`config.mk`:
```
export PLATFORM = sky130hd
export DESIGN_NAME = fe_fetch_gate
export DESIGN_NICKNAME = d
export VERILOG_FILES = /design/src/rtl/fe_pkg.sv /design/src/rtl/fe_cond_eval.sv /design/src/rtl/fe_decode_index.sv /design/src/rtl/fe_prefetch_queue.sv /design/src/rtl/fe_fetch_gate.sv
export SDC_FILE = /design/constraint.sdc
export NUM_CORES = 1
export LEC_CHECK = 0
export BUFFER_PORTS_ARGS = -buffer_cell sky130_fd_sc_hd__buf_2
export CORE_AREA = 5 5 168 89
export DETAILED_ROUTE_END_ITERATION = 6
export DIE_AREA = 0 0 173 94
export HOLD_SLACK_MARGIN = 0.03
export PLACE_DENSITY = 0.91
export SYNTH_ARGS = -nofsm -noshare
export SYNTH_HDL_FRONTEND = slang
export SYNTH_HIERARCHICAL = 1
export SYNTH_SLANG_ARGS = --single-unit
```
`constraint.sdc`:
```
create_clock -name clk -period 3.85 [get_ports clk]
set_input_delay 0.77 -clock clk [delete_from_list [all_inputs] [get_ports clk]]
set_output_delay 0.77 -clock clk [all_outputs]
set_load 0.02 [all_outputs]
```
`src/rtl/fe_pkg.sv`:
```
package fe_pkg;

    localparam int OP_W   = 32;
    localparam int IDX_W  = 12;
    localparam int CODE_W = 4;

    typedef enum logic [1:0] {
        FILL_EMPTY = 2'd0,
        FILL_HALF  = 2'd1,
        FILL_FULL  = 2'd2
    } fill_t;

    typedef struct packed {
        logic n;
        logic z;
        logic c;
        logic v;
    } flags_t;

    typedef struct packed {
        logic            valid;
        logic            exec;
        logic [OP_W-1:0] op;
        logic [IDX_W-1:0] idx;
    } issue_t;

    function automatic logic cond_ok(input logic [CODE_W-1:0] code, input flags_t f);
        logic r;
        case (code)
            4'h0: r = f.z;
            4'h1: r = !f.z;
            4'h2: r = f.c;
            4'h3: r = !f.c;
            4'h4: r = f.n;
            4'h5: r = !f.n;
            4'h6: r = f.v;
            4'h7: r = !f.v;
            4'h8: r = f.c && !f.z;
            4'h9: r = !f.c || f.z;
            4'hA: r = (f.n == f.v);
            4'hB: r = (f.n != f.v);
            4'hC: r = !f.z && (f.n == f.v);
            4'hD: r = f.z || (f.n != f.v);
            4'hE: r = 1'b1;
            default: r = 1'b0;
        endcase
        return r;
    endfunction

    function automatic logic [IDX_W-1:0] wide_index(input logic [OP_W-1:0] op);
        return {op[27:20], op[7:4]};
    endfunction

    function automatic logic [IDX_W-1:0] narrow_index(input logic [OP_W-1:0] op);
        return {2'b00, op[15:6]};
    endfunction

endpackage

```
`src/rtl/fe_cond_eval.sv`:
```
module fe_cond_eval
    import fe_pkg::*;
(
    input  logic [OP_W-1:0] op,
    input  flags_t          flags,
    input  logic            narrow,
    output logic            pass
);
    logic [CODE_W-1:0] code;

    assign code = op[OP_W-1 -: CODE_W];

    always_comb begin
        if (narrow) pass = 1'b1;
        else        pass = cond_ok(code, flags);
    end
endmodule

```
`src/rtl/fe_decode_index.sv`:
```
module fe_decode_index
    import fe_pkg::*;
(
    input  logic [OP_W-1:0]  op,
    input  logic             narrow,
    output logic [IDX_W-1:0] idx
);
    always_comb begin
        if (narrow) idx = narrow_index(op);
        else        idx = wide_index(op);
    end
endmodule

```
`src/rtl/fe_prefetch_queue.sv`:
```
module fe_prefetch_queue
    import fe_pkg::*;
(
    input  logic            clk,
    input  logic            rst,
    input  logic            flush,
    input  logic            advance,
    input  logic            push_front,
    input  logic [OP_W-1:0] front_op,
    input  logic [OP_W-1:0] fill_data,
    output logic [OP_W-1:0] head,
    output fill_t           level
);
    logic [OP_W-1:0] slot0_q, slot1_q;
    fill_t           level_q;

    always_ff @(posedge clk) begin
        if (rst || flush) begin
            level_q <= FILL_EMPTY;
            if (rst) begin
                slot0_q <= '0;
                slot1_q <= '0;
            end
        end else begin
            case (level_q)
                FILL_EMPTY: begin
                    slot0_q <= fill_data;
                    level_q <= FILL_HALF;
                end
                FILL_HALF: begin
                    slot1_q <= fill_data;
                    level_q <= FILL_FULL;
                end
                default: begin
                    if (push_front) begin
                        slot1_q <= slot0_q;
                        slot0_q <= front_op;
                    end else if (advance) begin
                        slot0_q <= slot1_q;
                        slot1_q <= fill_data;
                    end
                end
            endcase
        end
    end

    assign head  = slot0_q;
    assign level = level_q;
endmodule

```
`src/rtl/fe_fetch_gate.sv`:
```
module fe_fetch_gate
    import fe_pkg::*;
#(
    parameter int                ADDR_W      = 32,
    parameter logic [ADDR_W-1:0] REGION_MASK = 32'h0000_0FFF,
    parameter logic [ADDR_W-1:0] RESET_PC    = '0
) (
    input  logic              clk,
    input  logic              rst,
    input  logic [3:0]        flags,
    input  logic              narrow_mode,
    input  logic              step,
    input  logic              redirect,
    input  logic [ADDR_W-1:0] redirect_pc,
    input  logic              inject,
    input  logic [31:0]       inject_op,
    input  logic [31:0]       fetch_data,
    output logic              fetch_req,
    output logic [ADDR_W-1:0] fetch_addr,
    output logic              issue_valid,
    output logic [31:0]       issue_op,
    output logic              exec_en,
    output logic [11:0]       decode_idx
);
    localparam logic [ADDR_W-1:0] WIDE_STEP   = ADDR_W'(4);
    localparam logic [ADDR_W-1:0] NARROW_STEP = ADDR_W'(2);

    logic [ADDR_W-1:0] pc_q;
    logic [ADDR_W-1:0] width;
    fill_t             level;
    logic [OP_W-1:0]   head;
    logic              full;
    logic              take_inject;
    logic              take_step;
    logic              pass;
    logic [IDX_W-1:0]  idx;
    issue_t            iss_q;

    assign width       = narrow_mode ? NARROW_STEP : WIDE_STEP;
    assign full        = (level == FILL_FULL);
    assign take_inject = !redirect && full && inject;
    assign take_step   = !redirect && full && !inject && step;

    assign fetch_req  = !redirect && (!full || take_step);
    assign fetch_addr = (pc_q + ((level == FILL_EMPTY) ? '0 : width)) & REGION_MASK;

    fe_prefetch_queue u_queue (
        .clk        (clk),
        .rst        (rst),
        .flush      (redirect),
        .advance    (take_step),
        .push_front (take_inject),
        .front_op   (inject_op),
        .fill_data  (fetch_data),
        .head       (head),
        .level      (level)
    );

    fe_cond_eval u_cond (
        .op     (head),
        .flags  (flags_t'(flags)),
        .narrow (narrow_mode),
        .pass   (pass)
    );

    fe_decode_index u_index (
        .op     (head),
        .narrow (narrow_mode),
        .idx    (idx)
    );

    always_ff @(posedge clk) begin
        if (rst) begin
            pc_q <= RESET_PC;
        end else if (redirect) begin
            pc_q <= redirect_pc;
        end else if (level == FILL_HALF) begin
            pc_q <= pc_q + width;
        end else if (take_inject) begin
            pc_q <= pc_q - width;
        end else if (take_step) begin
            pc_q <= pc_q + width;
        end
    end

    always_ff @(posedge clk) begin
        if (rst) begin
            iss_q <= '0;
        end else begin
            iss_q.valid <= take_step;
            iss_q.exec  <= take_step && pass;
            if (take_step) begin
                iss_q.op  <= head;
                iss_q.idx <= idx;
            end
        end
    end

    assign issue_valid = iss_q.valid;
    assign exec_en     = iss_q.exec;
    assign issue_op    = iss_q.op;
    assign decode_idx  = iss_q.idx;
endmodule

```
==> metrics.log, run 1 <==
INFO  metric number_of_nets_in_the_layout = 964
INFO  metric worstPathArrival = 2670 ps
INFO  metric grt_pass1_wl = 30.4 mm
INFO  metric hold_path.class = reg2reg
INFO  metric syn_area = 6890 sq um
INFO  metric clock-sinks = 124
INFO  metric clockBufferDepth = 2
INFO  metric cts-htree-levels = 4
INFO  metric tightest_slew = 867 ps
INFO  metric syn-mean-instance-area = 9.44 sq um
INFO  metric detail_route.wl_per_cell = 19.3 um
INFO  metric worstSkewPairLatency = 410 ps
INFO  metric finalCritPeriodShare = 89.4%
INFO  metric postSynthRegisterBits = 124
INFO  metric grt-ovfl-total = 0
INFO  metric critPathLaunchType = flop
INFO  metric synth_largest_type_area_fraction = 27.9%
INFO  metric grt_start_max_net_pins = 66
INFO  metric yosysMostFrequentCell = sky130_fd_sc_hd__nand2_1
INFO  metric dpl.hpwl = 13.9 mm
INFO  metric rr_endpoint = u_queue/slot1_q[16]$_SDFFCE_PP0P_
INFO  metric rows = 30
INFO  metric post_cts.resized_instances = 0
INFO  metric gr-usage-all-layers = 23.9%
INFO  metric met1Wirelength = 9.49 mm
INFO  metric cts_setup_buffers = 0
INFO  metric fp.dieArea = 16300 sq um
INFO  metric netlist-cell-type-count = 68
INFO  metric synth.cells.most_frequent = 165 x sky130_fd_sc_hd__nand2_1, 64 x sky130_fd_sc_hd__edfxtp_1, 60 x sky130_fd_sc_hd__dfxtp_1
INFO  metric design.portCount = 185
INFO  metric timing.critical_path.required = 3080 ps
INFO  metric p_leak = 3.27 nW
INFO  metric timing.hold.worst_endpoint = issue_op[0]$_SDFFE_PP0P_
INFO  metric maxClockFrequency = 290 MHz
INFO  metric hold_fix_buffer_count_after_cts = 0
INFO  metric setup-tns-final = 0 ps
INFO  metric worst_r2r_startpoint = u_queue/level[1]$_SDFFE_PP0P_
INFO  metric synth.yosys.seq_area_share = 45.3%
INFO  metric worst_ir_drop_on_vdd = 267 uV
INFO  metric clk_pin_slew = 50 ps
INFO  metric synthCells = 730
INFO  metric drtIter0Drc = 875
INFO  metric timing.reg2reg.setup_slack = 1270 ps
INFO  metric criticalPathCategory = reg2out
INFO  metric remaining_drc_errors = 0
INFO  metric route.antenna.remaining_nets = 0
INFO  metric tritoncts = done
INFO  metric gp_congestion = 0.897
INFO  metric final-hold-violation-count = 0
INFO  metric status = finished, final reports clean
INFO  metric vias = 5999
INFO  metric rsz0062_at_grt = false
INFO  metric max-slew-margin-rel = 42.1%
INFO  metric yosysWarningCount = 6
INFO  metric slew_viol_final = 0
INFO  metric routed-wl-met2 = 8.14 mm
INFO  metric worst-path-max-fanout = 10
INFO  metric maxCapViolations = 0
INFO  metric core_box_area = 13300 sq um
INFO  metric hold-path-cell-count = 2
INFO  metric tritoncts.num_buffers = 17
INFO  metric viasPerCell = 5.77
INFO  metric highest-signal-layer = met5
INFO  metric rr_worst_depth = 7
INFO  metric die_y = 94 um
INFO  metric clk_root_buffer_cell = sky130_fd_sc_hd__clkbuf_16
INFO  metric via_count_of_the_first_global_routing_pass = 5452
INFO  metric wl_met3 = 2.22 mm
INFO  metric synth_edf_count = 64
INFO  metric drive_gt1_share = 28.4%
INFO  metric pwr_density_cell = 429 nW/um^2
INFO  metric drt_pre_antenna_iters = 5
INFO  metric yosys.area.top_type = sky130_fd_sc_hd__edfxtp_1
INFO  metric drt_wl_total = 20.0 mm
INFO  metric initial_utilization = 51.9%
INFO  metric crit_path_end_kind = primary output
INFO  metric period_minus_slack = 3440 ps
INFO  metric grt_antenna_before_repair = 2
INFO  metric final_util = 61.2%
INFO  metric timing.final.setup_violations = 0
INFO  metric async_flop_share = 0%
INFO  metric die_width = 173 um
INFO  metric yosys-top-cells-area = sky130_fd_sc_hd__edfxtp_1 28%, sky130_fd_sc_hd__dfxtp_1 17%, sky130_fd_sc_hd__nand2_1 9.0%
INFO  metric synth_ff_type = sky130_fd_sc_hd__edfxtp_1
INFO  metric area.growth.synth_to_final = 17.9%
INFO  metric port_buffers = 144
INFO  metric fin_skew = 14.5 ps
INFO  metric worstHoldStart = issue_op[0]$_SDFFE_PP0P_
layer usage:
layer | track usage, % | vias to the layer above
met4 | 5.24 | 2
met5 | 0 | -
li1 | - | 2805
met3 | 7.20 | 18
met1 | 37.1 | 2819
met2 | 31.9 | 355
how the worst max path moves through the flow:
stage / startpoint / endpoint / slack, ps / cells after the start
after floorplan: narrow_mode / fetch_addr[9] / 750 / 7
after global placement: narrow_mode / fetch_addr[9] / 620 / 9
after detailed placement: narrow_mode / fetch_addr[9] / 520 / 9
after CTS: u_queue/level[1]$_SDFFE_PP0P_ / fetch_addr[9] / 410 / 8
after global routing: u_queue/level[1]$_SDFFE_PP0P_ / fetch_addr[11] / 230 / 8
final: u_queue/level[1]$_SDFFE_PP0P_ / fetch_addr[9] / 410 / 8
where the power goes:
| group | internal [W] | switching, W | leakage [nW] |
|---|---|---|---|
| logic | 0.000140 | 0.000229 | 1.81 |
| clock network | 0.00101 | 0.000571 | 0.292 |
| registers | 0.00147 | 0.0000743 | 1.17 |
logic make-up after synthesis:
kind of cell	after synthesis	synth area share, %
xor+xnor	12	1.52
other cells	1	0.0544
flops	124	45.3
mux	48	7.61
fa+ha+maj	9	1.96
compound gates	159	15.1
simple gates	284	20.5
buf+inv	93	7.91
through the flow:
step / cell area [sq um] / total power (W) / setup WS [ps] / cells / hold slack (ps)
after floorplan: 6960 / 0.00180 / 751 / 749 / 462
after global placement: 7530 / 0.00191 / 621 / 1006 / 439
after detailed placement: 7530 / 0.00193 / 520 / 1006 / 444
after CTS: 8120 / 0.00349 / 412 / 1038 / 451
after global routing: 8130 / 0.00360 / 232 / 1039 / 466
final: 8130 / 0.00349 / 406 / 1039 / 451
critical path, cell delays in order, from the launching register on:
cell and delay, ps:
sky130_fd_sc_hd__dfxtp_1 600, sky130_fd_sc_hd__nor2_1 70, sky130_fd_sc_hd__nor2_1 110, sky130_fd_sc_hd__ha_1 180, sky130_fd_sc_hd__inv_1 60, sky130_fd_sc_hd__fa_1 470, sky130_fd_sc_hd__nor4b_1 390, sky130_fd_sc_hd__xor2_1 200
sky130_fd_sc_hd__buf_2 190
final cells by class:
cell class                 count  area [sq um]
fill                        1126          5160
multi-input combinational    532          3300
sequential                   124          3120
timing repair buffer         158           826
clock buffer                  28           571
tap                          176           220
inverter                      16          60.1
clock inverter                 4          22.5
antenna                        1          2.50
layout by cell type (no fill, tap or decap), types with 3 or more instances in the layout:
cell                        instances
sky130_fd_sc_hd__mux2i_1           37
sky130_fd_sc_hd__dfxtp_1           60
sky130_fd_sc_hd__o211ai_1          11
sky130_fd_sc_hd__clkinv_2           3
sky130_fd_sc_hd__ha_1               6
sky130_fd_sc_hd__o21ai_0            6
sky130_fd_sc_hd__nor2b_1            4
sky130_fd_sc_hd__nand3b_1          10
sky130_fd_sc_hd__clkbuf_1           4
sky130_fd_sc_hd__a21oi_1           54
sky130_fd_sc_hd__edfxtp_1          64
sky130_fd_sc_hd__nand2_1          165
sky130_fd_sc_hd__clkbuf_8           4
sky130_fd_sc_hd__fa_1               3
sky130_fd_sc_hd__nor4_1             4
sky130_fd_sc_hd__nand4_1           34
sky130_fd_sc_hd__or3_1             11
sky130_fd_sc_hd__a21o_1             3
sky130_fd_sc_hd__nand2b_1           5
sky130_fd_sc_hd__nor3_1             9
sky130_fd_sc_hd__clkbuf_16         20
sky130_fd_sc_hd__o21ai_2           31
sky130_fd_sc_hd__inv_1             14
sky130_fd_sc_hd__o21ai_1           32
sky130_fd_sc_hd__xnor2_1            3
sky130_fd_sc_hd__xor2_1             9
sky130_fd_sc_hd__conb_1            20
sky130_fd_sc_hd__mux2_4             8
sky130_fd_sc_hd__buf_2            144
sky130_fd_sc_hd__buf_4             14
sky130_fd_sc_hd__nor2_1            16
flip-flops by register name (all words and copies together) (netlist names):
signal / count
decode_idx: 12
exec_en: 1
u_queue/level: 2
u_queue/slot1_q: 32
pc_q: 12
u_queue/head: 32
issue_op: 32
issue_valid: 1
(Power assumes the default switching activity.)
==> inputs of run 2 (changes only) <==
- CORE_AREA: 5 5 168 89 -> 5 5 166 88
- DIE_AREA: 0 0 173 94 -> 0 0 171 93
- PLACE_DENSITY: 0.91 -> 0.93
- clock period: 3.85 -> 4.06 ns (I/O delays scaled with it)
==> run 2 against run 1 <==
Sequential power down 5%. Clock skew is 3.7 ps lower. Clock-buffer cell count fell by 11. Setup slack improved by 220 ps. Sequential share of layout area about the same. Core utilization rose by 0.84 points. Design area about the same. Worst hold slack lost 0.72 ps. Clock power down 3%. Critical path type unchanged. Highest routed layer unchanged.
==> metrics.log, run 2 (same netlist as run 1, synthesis figures left out) <==
INFO  metric status = finished, final reports clean
INFO  metric pwr-share-comb = 10.4%
INFO  metric clockBufferDepth = 2
INFO  metric ff_latch_area = 3120 sq um
INFO  metric p_total = 0.00336 W
INFO  metric number_of_nets_in_the_layout = 963
INFO  metric die_y = 93 um
INFO  metric drt_pre_antenna_iters = 5
INFO  metric gp_congestion = 0.929
INFO  metric worst-path-max-fanout = 10
INFO  metric routed-wl-met2 = 8.16 mm
INFO  metric final-hold-violation-count = 0
INFO  metric switching_share = 25.9%
INFO  metric slew_viol_final = 0
INFO  metric fin_skew = 10.8 ps
INFO  metric detail_route.wl_per_cell = 19.3 um
INFO  metric initial_utilization = 52.6%
INFO  metric tightest_slew = 644 ps
INFO  metric max-slew-margin-rel = 56.6%
INFO  metric power_frac_clock = 45.9%
INFO  metric viasPerCell = 5.76
INFO  metric via_count_of_the_first_global_routing_pass = 5435
INFO  metric seq_power_share = 43.7%
INFO  metric maxClockFrequency = 291 MHz
INFO  metric rows = 30
INFO  metric dpl.hpwl = 13.9 mm
INFO  metric cts-htree-levels = 4
INFO  metric hold_fix_buffer_count_after_cts = 0
INFO  metric pwr_density_cell = 413 nW/um^2
INFO  metric criticalPathCategory = reg2out
INFO  metric wl_met3 = 2.70 mm
INFO  metric period_minus_slack = 3430 ps
INFO  metric clk_pin_slew = 60 ps
INFO  metric timing.critical_path.required = 3250 ps
INFO  metric final_cell_mix = 165 x sky130_fd_sc_hd__nand2_1, 144 x sky130_fd_sc_hd__buf_2, 64 x sky130_fd_sc_hd__edfxtp_1
INFO  metric worstPathArrival = 2620 ps
INFO  metric finalCritPeriodShare = 84.6%
INFO  metric grt_antenna_before_repair = 1
INFO  metric total_switching_power = 0.000870 W
INFO  metric area.growth.synth_to_final = 17.8%
INFO  metric drt_wl_total = 20.0 mm
INFO  metric tritoncts.num_buffers = 17
INFO  metric mostFrequentLayoutCell = sky130_fd_sc_hd__nand2_1
INFO  metric drtIter0Drc = 849
INFO  metric p_leak = 3.25 nW
INFO  metric rsz0062_at_grt = false
INFO  metric drive_gt1_share = 28.6%
INFO  metric clk_root_buffer_cell = sky130_fd_sc_hd__clkbuf_16
INFO  metric tritoncts = done
INFO  metric port_buffers = 144
INFO  metric clock-sinks = 124
INFO  metric die_width = 171 um
INFO  metric multi_input_comb_area = 3300 sq um
INFO  metric met1Wirelength = 9.06 mm
INFO  metric maxCapViolations = 0
INFO  metric gr-usage-all-layers = 24.4%
INFO  metric post_cts.resized_instances = 0
INFO  metric critPathLaunchType = flop
INFO  metric crit_path_end_kind = primary output
INFO  metric grt_pass1_wl = 29.8 mm
INFO  metric timing.final.setup_violations = 0
INFO  metric cts_setup_buffers = 0
INFO  metric n_antenna_cell = 0
INFO  metric vias = 5968
INFO  metric internal_power = 0.00249 W
INFO  metric highest-signal-layer = met5
INFO  metric route.antenna.remaining_nets = 0
INFO  metric worst_ir_drop_on_vdd = 242 uV
INFO  metric grt_start_max_net_pins = 46
INFO  metric core_box_area = 13100 sq um
INFO  metric grt-ovfl-total = 0
INFO  metric fp.dieArea = 15900 sq um
INFO  metric worstSkewPairLatency = 400 ps
INFO  metric design.portCount = 185
INFO  metric fillCellCount = 1125
INFO  metric remaining_drc_errors = 0
INFO  metric hold_path.class = reg2reg
INFO  metric setup-tns-final = 0 ps
run 2: path summary, 6_finish.rpt:
check | from | end | slack, ps | cells after the start
worst max-delay path | u_queue/level[1]$_SDFFE_PP0P_ | fetch_addr[11] | 630 | 8
worst min-delay path | decode_idx[1]$_SDFFE_PP0P_ | decode_idx[1]$_SDFFE_PP0P_ | 450 | 2
worst max register to register | u_queue/level[1]$_SDFFE_PP0P_ | u_queue/slot1_q[16]$_SDFFCE_PP0P_ | 1420 | 5
worst min register to register | decode_idx[1]$_SDFFE_PP0P_ | decode_idx[1]$_SDFFE_PP0P_ | 450 | 2
run 2: power by group through the flow:
stage	Clock (W)	Combinational, W	Sequential (W)
after floorplan	0	0.000260	0.00145
after global placement	0	0.000333	0.00148
after detailed placement	0	0.000342	0.00149
after CTS	0.00156	0.000344	0.00146
after global routing	0.00162	0.000377	0.00147
final	0.00154	0.000348	0.00147
run 2: area by class of cell:
class | instances | area share, %
multi-input cells | 532 | 40.7
clock buffers | 17 | 5.24
repair buffers | 157 | 10.1
clock inverters | 15 | 2.13
well taps | 176 | 2.71
flip-flops and latches | 124 | 38.5
inverters | 16 | 0.739
run 2: per-layer routing:
metal / up-vias / track usage (%)
li1: 2803 / -
met1: 2799 / 37.9
met2: 351 / 33.0
met3: 13 / 8.40
met4: 2 / 3.69
met5: - / 0
run 2: through the flow:
stage | hold WS (ps) | worst slack [ps] | instance area (sq um) | utilization (%) | std cells
after global placement | 440 | 755 | 7520 | 57.4 | 1005
final | 451 | 626 | 8120 | 62.0 | 1037
after floorplan | 462 | 877 | 6960 | - | 749
after detailed placement | 445 | 642 | 7520 | 57.4 | 1005
after CTS | 453 | 617 | 8120 | 62.0 | 1037
after global routing | 465 | 461 | 8120 | 62.0 | 1037
run 2: worst max-delay path, cell delays in order, from the launching register on:
cell and delay (ps):
sky130_fd_sc_hd__dfxtp_1 580, sky130_fd_sc_hd__nor2_1 70, sky130_fd_sc_hd__nor2_1 110, sky130_fd_sc_hd__ha_1 180, sky130_fd_sc_hd__inv_1 60, sky130_fd_sc_hd__fa_1 460
sky130_fd_sc_hd__nor4b_1 390, sky130_fd_sc_hd__xor2_1 190, sky130_fd_sc_hd__buf_2 190
==> inputs of run 3 (changes only) <==
- ABC_AREA: default -> 1
- CORE_AREA: 5 5 166 88 -> 5 5 170 90
- DIE_AREA: 0 0 171 93 -> 0 0 175 95
- PLACE_DENSITY: 0.93 -> 0.92
- clock period: 4.06 -> 3.4 ns (I/O delays scaled with it)
==> run 3 against run 2 <==
Clock skew is 2.9 ps lower. Setup slack worse by 480 ps. Wire length is 5.9% higher. Sequential share of layout area is 1.3 points lower. Clock-buffer cell count stayed put. Synthesized cell count is 37% higher. Largest power group is now registers. Highest routed layer unchanged.
==> metrics.log, run 3 <==
INFO  metric gp_congestion = 0.975
INFO  metric fin_skew = 7.91 ps
INFO  metric criticalPathCategory = reg2out
INFO  metric drive_gt1_share = 19.1%
INFO  metric grt_start_max_net_pins = 85
INFO  metric route.antenna.remaining_nets = 0
INFO  metric maxClockFrequency = 307 MHz
INFO  metric cp_common_cell = sky130_fd_sc_hd__inv_1
INFO  metric drt_pre_antenna_iters = 7
INFO  metric crit_path_end_kind = primary output
INFO  metric p_total = 0.00391 W
INFO  metric postSynthRegisterBits = 124
INFO  metric yosysMostFrequentCell = sky130_fd_sc_hd__nand2_1
INFO  metric maxCapViolations = 0
INFO  metric drtIter0Drc = 1043
INFO  metric detail_route.wl_per_cell = 16.1 um
INFO  metric worstPathArrival = 2570 ps
INFO  metric clockBufferDepth = 2
INFO  metric timing.critical_path.required = 2720 ps
INFO  metric vias = 7028
INFO  metric synthCells = 1003
INFO  metric design_area = 8410 sq um
INFO  metric worst_ir_drop_on_vdd = 312 uV
INFO  metric tightest_slew = 817 ps
INFO  metric die_width = 175 um
INFO  metric grt_antenna_before_repair = 1
INFO  metric yosys-top-cells-area = sky130_fd_sc_hd__edfxtp_1 27%, sky130_fd_sc_hd__dfxtp_1 17%, sky130_fd_sc_hd__nand2_1 13%
INFO  metric final_cell_mix = 243 x sky130_fd_sc_hd__nand2_1, 172 x sky130_fd_sc_hd__nor2_1, 144 x sky130_fd_sc_hd__buf_2
INFO  metric yosysWarningCount = 6
INFO  metric synth.cells.most_frequent = 243 x sky130_fd_sc_hd__nand2_1, 174 x sky130_fd_sc_hd__nor2_1, 104 x sky130_fd_sc_hd__inv_1
INFO  metric worst_path_dominant_cell_family = adder cells
INFO  metric finalCritPeriodShare = 95.7%
INFO  metric timing.hold.worst_endpoint = pc_q[0]$_SDFFE_PP0P_
INFO  metric grt_pass1_wl = 33.1 mm
INFO  metric core_box_area = 13900 sq um
INFO  metric remaining_drc_errors = 0
INFO  metric p_leak = 4.14 nW
INFO  metric n_antenna_cell = 0
INFO  metric mostFrequentLayoutCell = sky130_fd_sc_hd__nand2_1
INFO  metric critical_path.n_buffers_inverters = 4
INFO  metric initial_utilization = 51.8%
INFO  metric yosys.area.top_type = sky130_fd_sc_hd__edfxtp_1
INFO  metric via_count_of_the_first_global_routing_pass = 6520
INFO  metric place_area = 7890 sq um
INFO  metric timing.final.setup_violations = 0
INFO  metric area.growth.synth_to_final = 17.1%
INFO  metric tritoncts = done
INFO  metric drt_wl_total = 21.2 mm
INFO  metric netlist-cell-type-count = 35
INFO  metric cts-htree-levels = 4
INFO  metric async_flop_share = 0%
INFO  metric pwr_density_cell = 464 nW/um^2
INFO  metric syn_area = 7190 sq um
INFO  metric slew_viol_final = 0
INFO  metric critPathLaunchType = flop
INFO  metric clock-sinks = 124
INFO  metric rr_endpoint = u_queue/slot1_q[30]$_SDFFCE_PP0P_
INFO  metric number_of_nets_in_the_layout = 1236
INFO  metric synth_ff_type = sky130_fd_sc_hd__edfxtp_1
INFO  metric hold_path.class = in2reg
INFO  metric timing.reg2reg.setup_slack = 1180 ps
INFO  metric period_minus_slack = 3250 ps
INFO  metric timing.final.ws_setup = 146 ps
INFO  metric design.portCount = 185
INFO  metric fp.dieArea = 16600 sq um
INFO  metric worstSkewPairLatency = 410 ps
INFO  metric cp_slowest_stage_delay = 470 ps
INFO  metric final-hold-violation-count = 0
INFO  metric max-slew-margin-rel = 45.4%
INFO  metric rows = 31
INFO  metric clk_pin_slew = 60 ps
INFO  metric viasPerCell = 5.34
INFO  metric setup-tns-final = 0 ps
INFO  metric grt-ovfl-total = 0
INFO  metric gr-usage-all-layers = 25.3%
INFO  metric worstHoldStart = redirect_pc[0]
INFO  metric worst-path-max-fanout = 6
INFO  metric port_buffers = 144
INFO  metric syn-mean-instance-area = 7.17 sq um
INFO  metric clk_root_buffer_cell = sky130_fd_sc_hd__clkbuf_16
INFO  metric status = finished, final reports clean
INFO  metric cpMaxStageDelayCell = sky130_fd_sc_hd__fa_1
INFO  metric worst_r2r_startpoint = u_queue/level[0]$_SDFFE_PP0P_
INFO  metric synth.yosys.seq_area_share = 43.5%
INFO  metric rsz0062_at_grt = false
INFO  metric tritoncts.num_buffers = 17
INFO  metric placement.setup.worst_slack = 265 ps
INFO  metric hold-path-cell-count = 3
INFO  metric dpl.hpwl = 14.5 mm
INFO  metric final_util = 60.6%
INFO  metric synth_largest_type_area_fraction = 26.7%
INFO  metric synth_edf_count = 64
INFO  metric crit_chain = inv_1, a21oi_1, ha_1, inv_1, fa_1, inv_1, nand2_1, nor2_1, xor2_1, buf_2
INFO  metric rr_worst_depth = 9
INFO  metric die_y = 95 um
run 3: kinds of logic (layout without fill, tap and decap cells):
family,count (synthesis),count (layout),share of synthesized area [%]
other,1,20,0.0522
XOR/XNOR,12,12,1.46
buffers and inverters,188,300,12.4
adder cells (fa/ha/maj),9,9,1.88
AO/OA/AOI/OAI,152,152,11.2
AND/OR/NAND/NOR,517,517,29.5
flip-flops,124,124,43.5
run 3: layout make-up:
| cell class | instances | area, sq um |
|---|---|---|
| Tap cell | 181 | 226 |
| Clock inverter | 15 | 101 |
| Inverter | 109 | 409 |
| Timing Repair Buffer | 159 | 858 |
| Multi-Input combinational cell | 710 | 3270 |
| Clock buffer | 17 | 425 |
| Sequential cell | 124 | 3120 |
| Fill cell | 1261 | 5470 |
run 3: stage by stage:
| stage | instances | hold WS [ps] |
|---|---|---|
| floorplan | 1022 | 470 |
| global placement | 1283 | 485 |
| detailed placement | 1283 | 491 |
| CTS | 1315 | 489 |
| global route | 1315 | 524 |
| finish | 1315 | 494 |
run 3: worst max path at each step:
| stage | from | endpoint | slack, ps | cells past startpoint |
|---|---|---|---|---|
| 3_3_place_gp | narrow_mode | fetch_addr[9] | 310 | 11 |
| 3_5_place_dp | narrow_mode | fetch_addr[9] | 260 | 11 |
| 6_report | u_queue/level[0]$_SDFFE_PP0P_ | fetch_addr[9] | 150 | 10 |
| 4_1_cts | u_queue/level[1]$_SDFFE_PP0P_ | fetch_addr[9] | 90 | 10 |
| 2_1_floorplan | redirect | u_queue/slot1_q[0]$_SDFFCE_PP0P_ | 3 | 9 |
| 5_1_grt | u_queue/level[0]$_SDFFE_PP0P_ | fetch_addr[9] | 30 | 10 |
run 3: what timing repair did:
| item | CTS | global route |
|---|---|---|
| setup buffers | 0 | 0 |
| endpoints found under the setup margin | 0 | 2 |
| hold buffers | 0 | 0 |
| resized for setup | 0 | 1 |
run 3: worst register-to-register path, cell delays in order (launching register included):
cell	delay, ps
sky130_fd_sc_hd__dfxtp_1	360
sky130_fd_sc_hd__inv_1	200
sky130_fd_sc_hd__nand3_2	160
sky130_fd_sc_hd__nor2_4	210
sky130_fd_sc_hd__buf_12	330
sky130_fd_sc_hd__nor2_1	140
sky130_fd_sc_hd__nor2_1	100
sky130_fd_sc_hd__nor2_1	70
sky130_fd_sc_hd__nor2_4	100
sky130_fd_sc_hd__buf_12	220
run 3: where the power goes:
group | internal [W] | switching [W] | total [W]
Sequential | 0.00167 | 0.0000862 | 0.00176
Combinational | 0.000172 | 0.000346 | 0.000518
Clock | 0.000926 | 0.000704 | 0.00163
run 3: routing by layer:
metal | track usage, % | wire length [um] | vias to the layer above
li1 | - | - | 3398
met1 | 36.2 | 9230 | 3125
met2 | 37.4 | 8980 | 476
met3 | 7.24 | 2690 | 27
met4 | 7.32 | 265 | 2
met5 | 0 | 13 | -
